File: src/rtl/hs_pkg.sv
package hs_pkg;
  // Actions decided in one evaluation cycle.
  typedef struct packed {
    logic cap;      // store shift register into capture buffer
    logic fetch;    // load next reply byte into shift register
    logic flag;     // shift-register event
    logic fire;     // packet complete
    logic treq_hi;  // release request line
    logic treq_lo;  // assert request line
    logic treq_cp;  // echo acknowledge onto request line
  } hs_act_t;
endpackage

File: src/rtl/hs_ctl.sv
module hs_ctl
  import hs_pkg::*;
(
  input  logic    clk,
  input  logic    rst_n,
  input  logic    eval,
  input  logic    pb_wr,
  input  logic    pb_tip_n,
  input  logic    pb_tack_n,
  input  logic    dir_out,
  input  logic    out_room,
  input  logic    out_nz,
  input  logic    in_pend,
  input  logic    in_last,
  output hs_act_t act,
  output logic    cur_tack
);

  logic last_tip_q, last_tack_q;
  logic tip_c, tack_c, pair_chg;

  always_comb begin
    tip_c    = pb_wr ? pb_tip_n  : last_tip_q;
    tack_c   = pb_wr ? pb_tack_n : last_tack_q;
    pair_chg = (tip_c ^ last_tip_q) | (tack_c ^ last_tack_q);
    cur_tack = tack_c;
  end

  always_comb begin
    act = '0;
    if (eval) begin
      if (!tip_c) begin
        if (dir_out) begin
          if (pair_chg && out_room) begin
            act.cap  = 1'b1;
            act.flag = 1'b1;
          end
        end else if (pair_chg && in_pend) begin
          act.fetch   = 1'b1;
          act.flag    = 1'b1;
          act.treq_hi = in_last;
        end
      end else if (last_tip_q && (tack_c != last_tack_q)) begin
        act.treq_cp = 1'b1;
        act.flag    = 1'b1;
      end else begin
        if (!last_tip_q) begin
          act.flag = 1'b1;
          act.fire = out_nz;
        end
        act.treq_lo = in_pend;
      end
    end
  end

  always_ff @(posedge clk or negedge rst_n) begin
    if (!rst_n) begin
      last_tip_q  <= 1'b1;
      last_tack_q <= 1'b1;
    end else if (eval) begin
      last_tip_q  <= tip_c;
      last_tack_q <= tack_c;
    end
  end

  // no change of the pair while active gives no byte step
  p_no_step_r6: assert property (@(posedge clk) disable iff (!rst_n)
    (eval && !tip_c && !pair_chg) |-> !(act.cap || act.fetch));

endmodule

File: src/rtl/hs_cap_buf.sv
module hs_cap_buf #(
  parameter int unsigned DEPTH = 16,
  parameter int unsigned W     = 8,
  localparam int unsigned CW   = $clog2(DEPTH + 1),
  localparam int unsigned AW   = $clog2(DEPTH)
) (
  input  logic          clk,
  input  logic          rst_n,
  input  logic          cap,
  input  logic          clr,
  input  logic [W-1:0]  din,
  input  logic [AW-1:0] raddr,
  output logic [W-1:0]  rdata,
  output logic          room,
  output logic          nz,
  output logic [CW-1:0] cnt
);

  logic [CW-1:0] cnt_q, cnt_d;
  logic [W-1:0]  mem_q [DEPTH];

  always_comb begin
    cnt_d = cnt_q;
    if (clr)      cnt_d = '0;
    else if (cap) cnt_d = cnt_q + CW'(1);
  end

  always_ff @(posedge clk or negedge rst_n) begin
    if (!rst_n)          cnt_q <= '0;
    else if (clr || cap) cnt_q <= cnt_d;
  end

  for (genvar g = 0; g < DEPTH; g++) begin : g_slot
    always_ff @(posedge clk or negedge rst_n) begin
      if (!rst_n)                           mem_q[g] <= '0;
      else if (cap && (cnt_q == CW'(g)))    mem_q[g] <= din;
    end
  end

  assign rdata = mem_q[raddr];
  assign room  = (cnt_q < CW'(DEPTH));
  assign nz    = (cnt_q != '0);
  assign cnt   = cnt_q;

  // the count never passes the buffer depth
  p_cap_bound_r3: assert property (@(posedge clk) disable iff (!rst_n)
    cnt_q <= CW'(DEPTH));

  // each capture advances the slot by exactly one
  p_cap_step_r2: assert property (@(posedge clk) disable iff (!rst_n)
    (cap && !clr) |=> (cnt_q == $past(cnt_q) + CW'(1)));

endmodule

File: src/rtl/hs_rep_buf.sv
module hs_rep_buf #(
  parameter int unsigned DEPTH = 128,
  parameter int unsigned W     = 8,
  localparam int unsigned LW   = $clog2(DEPTH + 1),
  localparam int unsigned AW   = $clog2(DEPTH)
) (
  input  logic          clk,
  input  logic          rst_n,
  input  logic          wr,
  input  logic [AW-1:0] waddr,
  input  logic [W-1:0]  wdata,
  input  logic          load,
  input  logic [LW-1:0] len,
  input  logic          fetch,
  output logic          pend,
  output logic          last,
  output logic [W-1:0]  rbyte
);

  logic [LW-1:0] idx_q, size_q;
  logic [LW-1:0] eff_idx, eff_size, len_c, idx_d;
  logic [W-1:0]  mem_q [DEPTH];

  always_comb begin
    len_c    = (len > LW'(DEPTH)) ? LW'(DEPTH) : len;
    eff_idx  = load ? '0 : idx_q;
    eff_size = load ? len_c : size_q;
    idx_d    = eff_idx + LW'(fetch);
  end

  assign pend  = (eff_idx < eff_size);
  assign last  = ({1'b0, eff_idx} + (LW + 1)'(1)) >= {1'b0, eff_size};
  assign rbyte = mem_q[eff_idx[AW-1:0]];

  always_ff @(posedge clk or negedge rst_n) begin
    if (!rst_n) begin
      idx_q  <= '0;
      size_q <= '0;
    end else if (load || fetch) begin
      idx_q  <= idx_d;
      size_q <= eff_size;
    end
  end

  for (genvar g = 0; g < DEPTH; g++) begin : g_ent
    always_ff @(posedge clk or negedge rst_n) begin
      if (!rst_n)                          mem_q[g] <= '0;
      else if (wr && (waddr == AW'(g)))    mem_q[g] <= wdata;
    end
  end

  // the read index never passes the armed length
  p_idx_bound_r4: assert property (@(posedge clk) disable iff (!rst_n)
    idx_q <= size_q);

  // a byte is only fetched while one remains
  p_fetch_pend_r4: assert property (@(posedge clk) disable iff (!rst_n)
    fetch |-> pend);

  // arming restarts the read index
  p_load_idx_r10: assert property (@(posedge clk) disable iff (!rst_n)
    (load && !fetch) |=> (idx_q == '0));

endmodule

File: src/rtl/hs_byte_engine.sv
module hs_byte_engine
  import hs_pkg::*;
#(
  parameter int unsigned OUT_DEPTH = 16,
  parameter int unsigned IN_DEPTH  = 128,
  parameter int unsigned W         = 8,
  localparam int unsigned CW  = $clog2(OUT_DEPTH + 1),
  localparam int unsigned OAW = $clog2(OUT_DEPTH),
  localparam int unsigned LW  = $clog2(IN_DEPTH + 1),
  localparam int unsigned IAW = $clog2(IN_DEPTH)
) (
  input  logic           clk,
  input  logic           rst_n,
  input  logic           pb_wr,
  input  logic           pb_tip_n,
  input  logic           pb_tack_n,
  input  logic           acr_wr,
  input  logic           acr_dir,
  input  logic           sr_wr,
  input  logic [W-1:0]   sr_wdata,
  input  logic           rep_wr,
  input  logic [IAW-1:0] rep_waddr,
  input  logic [W-1:0]   rep_wdata,
  input  logic           rep_load,
  input  logic [LW-1:0]  rep_len,
  input  logic [OAW-1:0] cap_raddr,
  output logic [W-1:0]   cap_rdata,
  output logic [W-1:0]   sr_q,
  output logic           treq_n,
  output logic           sr_set,
  output logic           pkt_done,
  output logic [CW-1:0]  pkt_len
);

  hs_act_t       act;
  logic          eval, dir_q, dir_c, cur_tack;
  logic          out_room, out_nz, in_pend, in_last;
  logic [CW-1:0] cap_cnt;
  logic [W-1:0]  rep_byte;

  logic [W-1:0]  sr_r, sr_d;
  logic          treq_r, treq_d, set_r, done_r;
  logic [CW-1:0] len_r;

  assign eval  = pb_wr | acr_wr | rep_load;
  assign dir_c = acr_wr ? acr_dir : dir_q;

  hs_ctl u_ctl (
    .clk       (clk),
    .rst_n     (rst_n),
    .eval      (eval),
    .pb_wr     (pb_wr),
    .pb_tip_n  (pb_tip_n),
    .pb_tack_n (pb_tack_n),
    .dir_out   (dir_c),
    .out_room  (out_room),
    .out_nz    (out_nz),
    .in_pend   (in_pend),
    .in_last   (in_last),
    .act       (act),
    .cur_tack  (cur_tack)
  );

  hs_cap_buf #(.DEPTH(OUT_DEPTH), .W(W)) u_cap (
    .clk   (clk),
    .rst_n (rst_n),
    .cap   (act.cap),
    .clr   (act.fire),
    .din   (sr_r),
    .raddr (cap_raddr),
    .rdata (cap_rdata),
    .room  (out_room),
    .nz    (out_nz),
    .cnt   (cap_cnt)
  );

  hs_rep_buf #(.DEPTH(IN_DEPTH), .W(W)) u_rep (
    .clk   (clk),
    .rst_n (rst_n),
    .wr    (rep_wr),
    .waddr (rep_waddr),
    .wdata (rep_wdata),
    .load  (rep_load),
    .len   (rep_len),
    .fetch (act.fetch),
    .pend  (in_pend),
    .last  (in_last),
    .rbyte (rep_byte)
  );

  always_comb begin
    treq_d = treq_r;
    if (act.treq_hi)      treq_d = 1'b1;
    else if (act.treq_lo) treq_d = 1'b0;
    else if (act.treq_cp) treq_d = cur_tack;
    sr_d = sr_r;
    if (act.fetch)        sr_d = rep_byte;
    else if (sr_wr)       sr_d = sr_wdata;
  end

  always_ff @(posedge clk or negedge rst_n) begin
    if (!rst_n) begin
      dir_q  <= 1'b0;
      sr_r   <= '0;
      treq_r <= 1'b1;
      set_r  <= 1'b0;
      done_r <= 1'b0;
      len_r  <= '0;
    end else begin
      if (acr_wr)                dir_q  <= acr_dir;
      if (act.fetch || sr_wr)    sr_r   <= sr_d;
      if (eval)                  treq_r <= treq_d;
      set_r  <= act.flag | rep_load;
      done_r <= act.fire;
      if (act.fire)              len_r  <= cap_cnt;
    end
  end

  assign sr_q     = sr_r;
  assign treq_n   = treq_r;
  assign sr_set   = set_r;
  assign pkt_done = done_r;
  assign pkt_len  = len_r;

  // a completed packet always comes with an event pulse
  p_done_flag_r8: assert property (@(posedge clk) disable iff (!rst_n)
    pkt_done |-> sr_set);

  // a completed packet never reports zero bytes
  p_done_len_r8: assert property (@(posedge clk) disable iff (!rst_n)
    pkt_done |-> (pkt_len != '0));

  // loading the last reply byte releases the request line
  p_last_treq_r5: assert property (@(posedge clk) disable iff (!rst_n)
    (act.fetch && in_last) |=> treq_n);

  // arming a reply always gives an event pulse
  p_load_flag_r10: assert property (@(posedge clk) disable iff (!rst_n)
    rep_load |=> sr_set);

endmodule

File: config.mk
export PLATFORM = sky130hd
export DESIGN_NAME = hs_byte_engine
export DESIGN_NICKNAME = d
export VERILOG_FILES = /design/src/rtl/hs_pkg.sv /design/src/rtl/hs_ctl.sv /design/src/rtl/hs_cap_buf.sv /design/src/rtl/hs_rep_buf.sv /design/src/rtl/hs_byte_engine.sv
export SDC_FILE = /design/constraint.sdc
export NUM_CORES = 2
export LEC_CHECK = 0
export BUFFER_PORTS_ARGS = -buffer_cell sky130_fd_sc_hd__buf_2
export CAP_MARGIN = 20
export CORE_MARGIN = 2
export CORE_UTILIZATION = 25
export CTS_CLUSTER_SIZE = 28
export DETAILED_ROUTE_END_ITERATION = 6
export PLACE_DENSITY_LB_ADDON = 0.12
export RECOVER_POWER = 50
export REMOVE_ABC_BUFFERS = 1
export SLEW_MARGIN = 20
export SYNTH_ARGS = -nofsm -noshare
export SYNTH_HDL_FRONTEND = slang
export SYNTH_SLANG_ARGS = --single-unit
File: constraint.sdc
create_clock -name clk -period 5 [get_ports clk]
set_input_delay 0 -clock clk [delete_from_list [all_inputs] [get_ports clk]]
set_output_delay 0 -clock clk [all_outputs]
set_load 0.02 [all_outputs]
==> run summary <==
Die width -> 475 um
Synth Register Bits -> 1192
# placed instances -> 6783
R2R cell count -> 9
Setup_tns -> 0 ps
Worst hold path class -> in -> reg
Failing checks -> capacitance limit, slew limit
Peak VDD IR -> 0.360 mV
Met3 usage -> 2.66%
Share of post-route cells with drive strength above 1 -> 41.4%
Largest area contributor in the netlist -> dfrtp_1
First-pass GRT wire length -> 277000 um
GRT Max-Usage Layer -> met2
Worst-Margin Slew -> 2100 ps
CTS Buf Count -> 149
RR Startpoint -> u_rep.idx_q[1]$_DFFE_PN0P_
Clk Tree Root Cell -> clkbuf_16
Post-Synthesis Cells -> 3958
Clock Pin Slew Worst Setup and Hold Paths -> 50 ps
Worst-path maximum fanout -> 32
DP Wirelength -> 122000 um
Power Total -> 24.8 mW
Port-buffer cells -> 68
Sink Count -> 1192
Skew final -> 26.9 ps
WHS Path Cells -> 4
DP Worst Slack -> 845 ps
Routed Antenna Nets -> 0
Setup Fix Bufs, Post-CTS -> 0
Average cell area after synthesis -> 14.0 um^2
Die H -> 475 um
Outcome -> finished, violations left
Tot GR Track Use -> 16.9%
Startpoint Class -> input pin
Minimum clock period -> 4610 ps
Synth async-reset ratio -> 100%
Startpoint of the worst hold path -> rep_waddr[3]
Crit Path Class -> in -> reg
Drt wl/cell -> 26.8 um
Max Fclk -> 0.217 GHz
Area delta synth->final -> 16.4%
Slew Limit Fails -> 680
Leak -> 28.8 nW
Final Non-Filler Cells -> 7109
Met2 global-route usage -> 26.5%
Post-synth top flop -> dfrtp_1
Final setup vio count -> 0
GR Overflow Total -> 0
DIE AREA -> 0.226 mm^2
CP arrival -> 5270 ps
Yosys top cell area share -> 53.7%
I/O Pins -> 69
GP Congestion -> 0.763
WP data required -> 5660 ps
Starting density of the core -> 25.2%
Sequential element share of the synthesized area -> 53.8%
Worst Hold Path EP -> u_rep.mem_q[43]$_DFFE_PN0P_
Worst reg-to-reg setup slack -> 880 ps
Met1 Use GR -> 24.2%
RSZ-0062 raised after global routing -> false
Post-synth EDFFs -> 0
Area contributors post-synth -> dfrtp_1 54%, mux2_2 24%, mux4_2 6.3%
Post-Route WL -> 191000 um
Crit end category -> flop
Final worst-path cycle share -> 92.3%
Number of max-cap violations -> 8
Setup slack after layout -> 386 ps
# DRC -> 0
H-tree depth -> 4
Fin util -> 29.3%
Vias in the first global route -> 35.8k
Largest net degree at the start of global routing -> 146
Initial antenna violation count -> 6
Vias per inst -> 4.81
Row count -> 172
Via count -> 34.2k
Most common cell after layout, fill and taps aside -> dfrtp_1
Cell area after synthesis -> 0.0555 mm^2
CTS tree -> done
YS warnings -> 0
R2r endpoint -> sr_q[4]$_DFFE_PN0P_
Core box area -> 0.220 mm^2
Nets -> 4106
Clock Tree Buf Depth -> 3
Relative slew slack -> -39.7%
Clk Latency, worst-skew pair -> 800 ps
Most frequent cells in the layout -> 1187 x dfrtp_1, 1158 x mux2_2, 226 x mux2i_1, 196 x nor2_1
PD cells -> 384 mW/mm^2
Pre-Repair DR Iteration Count -> 5
Cell variety after synth -> 66
Final Hold Fails -> 0
Initial drt markers -> 2118
## per-layer routing
layer  routed length (um)  share of wire [%]  vias to the layer above
met2                87400                 46                      631
met1                92700                 49                    18500
met5                   13             0.0068                        -
met4                 3670                1.9                        2
met3                 7040                3.7                      207
li1                     -                  -                    14800
## synth_stat cells (all sizes together) (7+ instances only)
cell and instances:
buf 90, dfrtp 1189, nand4 11, inv 15
o41ai 7, xnor2 8, nor3 16, and2 8
mux2 1163, o32ai 17, nand2 119, xor2 7
o21ai 44, mux2i 226, nor2b 22, nand3 16
nor2 215, o211ai 15, mux4 154, o22ai 63
a21o 15, ha 22, a21oi 48, a22oi 30
o221ai 17, a22o 30, a211oi 33, nor4 46
o31ai 18, clkbuf 217, a2111oi 7, o32a 15
## worst max-delay path, stage by stage
cell and delay, ps:
dlygate4sd3_1 600, buf_4 420, nand2_1 90, dlygate4sd3_1 580, nor2_1 90, dlygate4sd3_1 560, a21o_1 110, inv_1 60
ha_1 270, nor2b_1 120, o21ai_0 90, nand2b_1 90, a31oi_1 100, o21ai_1 330, or2_2 210, inv_2 110
a211oi_1 580, dlygate4sd3_1 760, a21oi_1 60
## how the worst max path moves through the flow
| stage | end | from | slack [ps] | cells past startpoint |
|---|---|---|---|---|
| floorplan | sr_q[0]$_DFFE_PN0P_ | u_rep.idx_q[0]$_DFFE_PN0P_ | -10140 | 8 |
| global placement | sr_q[4]$_DFFE_PN0P_ | rep_load | 800 | 11 |
| detailed placement | sr_q[3]$_DFFE_PN0P_ | u_rep.idx_q[0]$_DFFE_PN0P_ | 850 | 10 |
| CTS | sr_q[1]$_DFFE_PN0P_ | rep_load | 510 | 19 |
| global route | u_rep.mem_q[99]$_DFFE_PN0P_ | rst_n | 140 | 5 |
| finish | sr_q[5]$_DFFE_PN0P_ | rep_load | 390 | 19 |
## logic make-up after synthesis
family / after synthesis / share of synthesized area (%)
multiplexers: 1543 / 34.0
buffers and inverters: 323 / 2.64
AND/OR/NAND/NOR: 495 / 4.19
flip-flops: 1192 / 53.8
AO/OA/AOI/OAI: 368 / 4.69
adder cells (fa/ha/maj): 22 / 0.496
XOR/XNOR: 15 / 0.237
## what timing repair did
item | CTS | global route
resized for setup | 0 | 0
hold buffers | 62 | 0
endpoints found under the hold margin | 1132 | 0
## state kept, by name, indices dropped and copies added (netlist names)
name	cells
u_rep.mem_q	1024
u_ctl.last_tip_q	1
u_ctl.last_tack_q	1
sr_set	1
treq_n	1
pkt_len	5
dir_q	1
u_cap.cnt	5
pkt_done	1
u_cap.mem_q	128
u_rep.size_q	8
u_rep.idx_q	8
sr_q	8
## power breakdown
group | leakage (nW) | switching, mW | total, mW | internal [mW]
registers | 16.2 | 0.520 | 11.0 | 10.5
clock network | 2.44 | 4.41 | 11.0 | 6.57
logic | 10.2 | 1.51 | 2.81 | 1.30
total | 28.8 | 6.43 | 24.8 | 18.4
## cell type report
type,count,area (um^2)
fill,22200,156000
sequential,1192,29800
multi-input combinational,2443,24200
clock buffer,223,4460
tap,2958,3700
timing repair buffer,237,1790
clock inverter,38,478
inverter,16,65.1
antenna,2,5.00
## metrics by stage
stage               hold slack [ps]  cell area [um^2]
floorplan                      -296             54100
global placement               67.9             59200
detailed placement             69.0             59200
CTS                             102             64800
global route                    163             64500
finish                          168             64500
No activity file was read; power rests on OpenSTA's default activity.
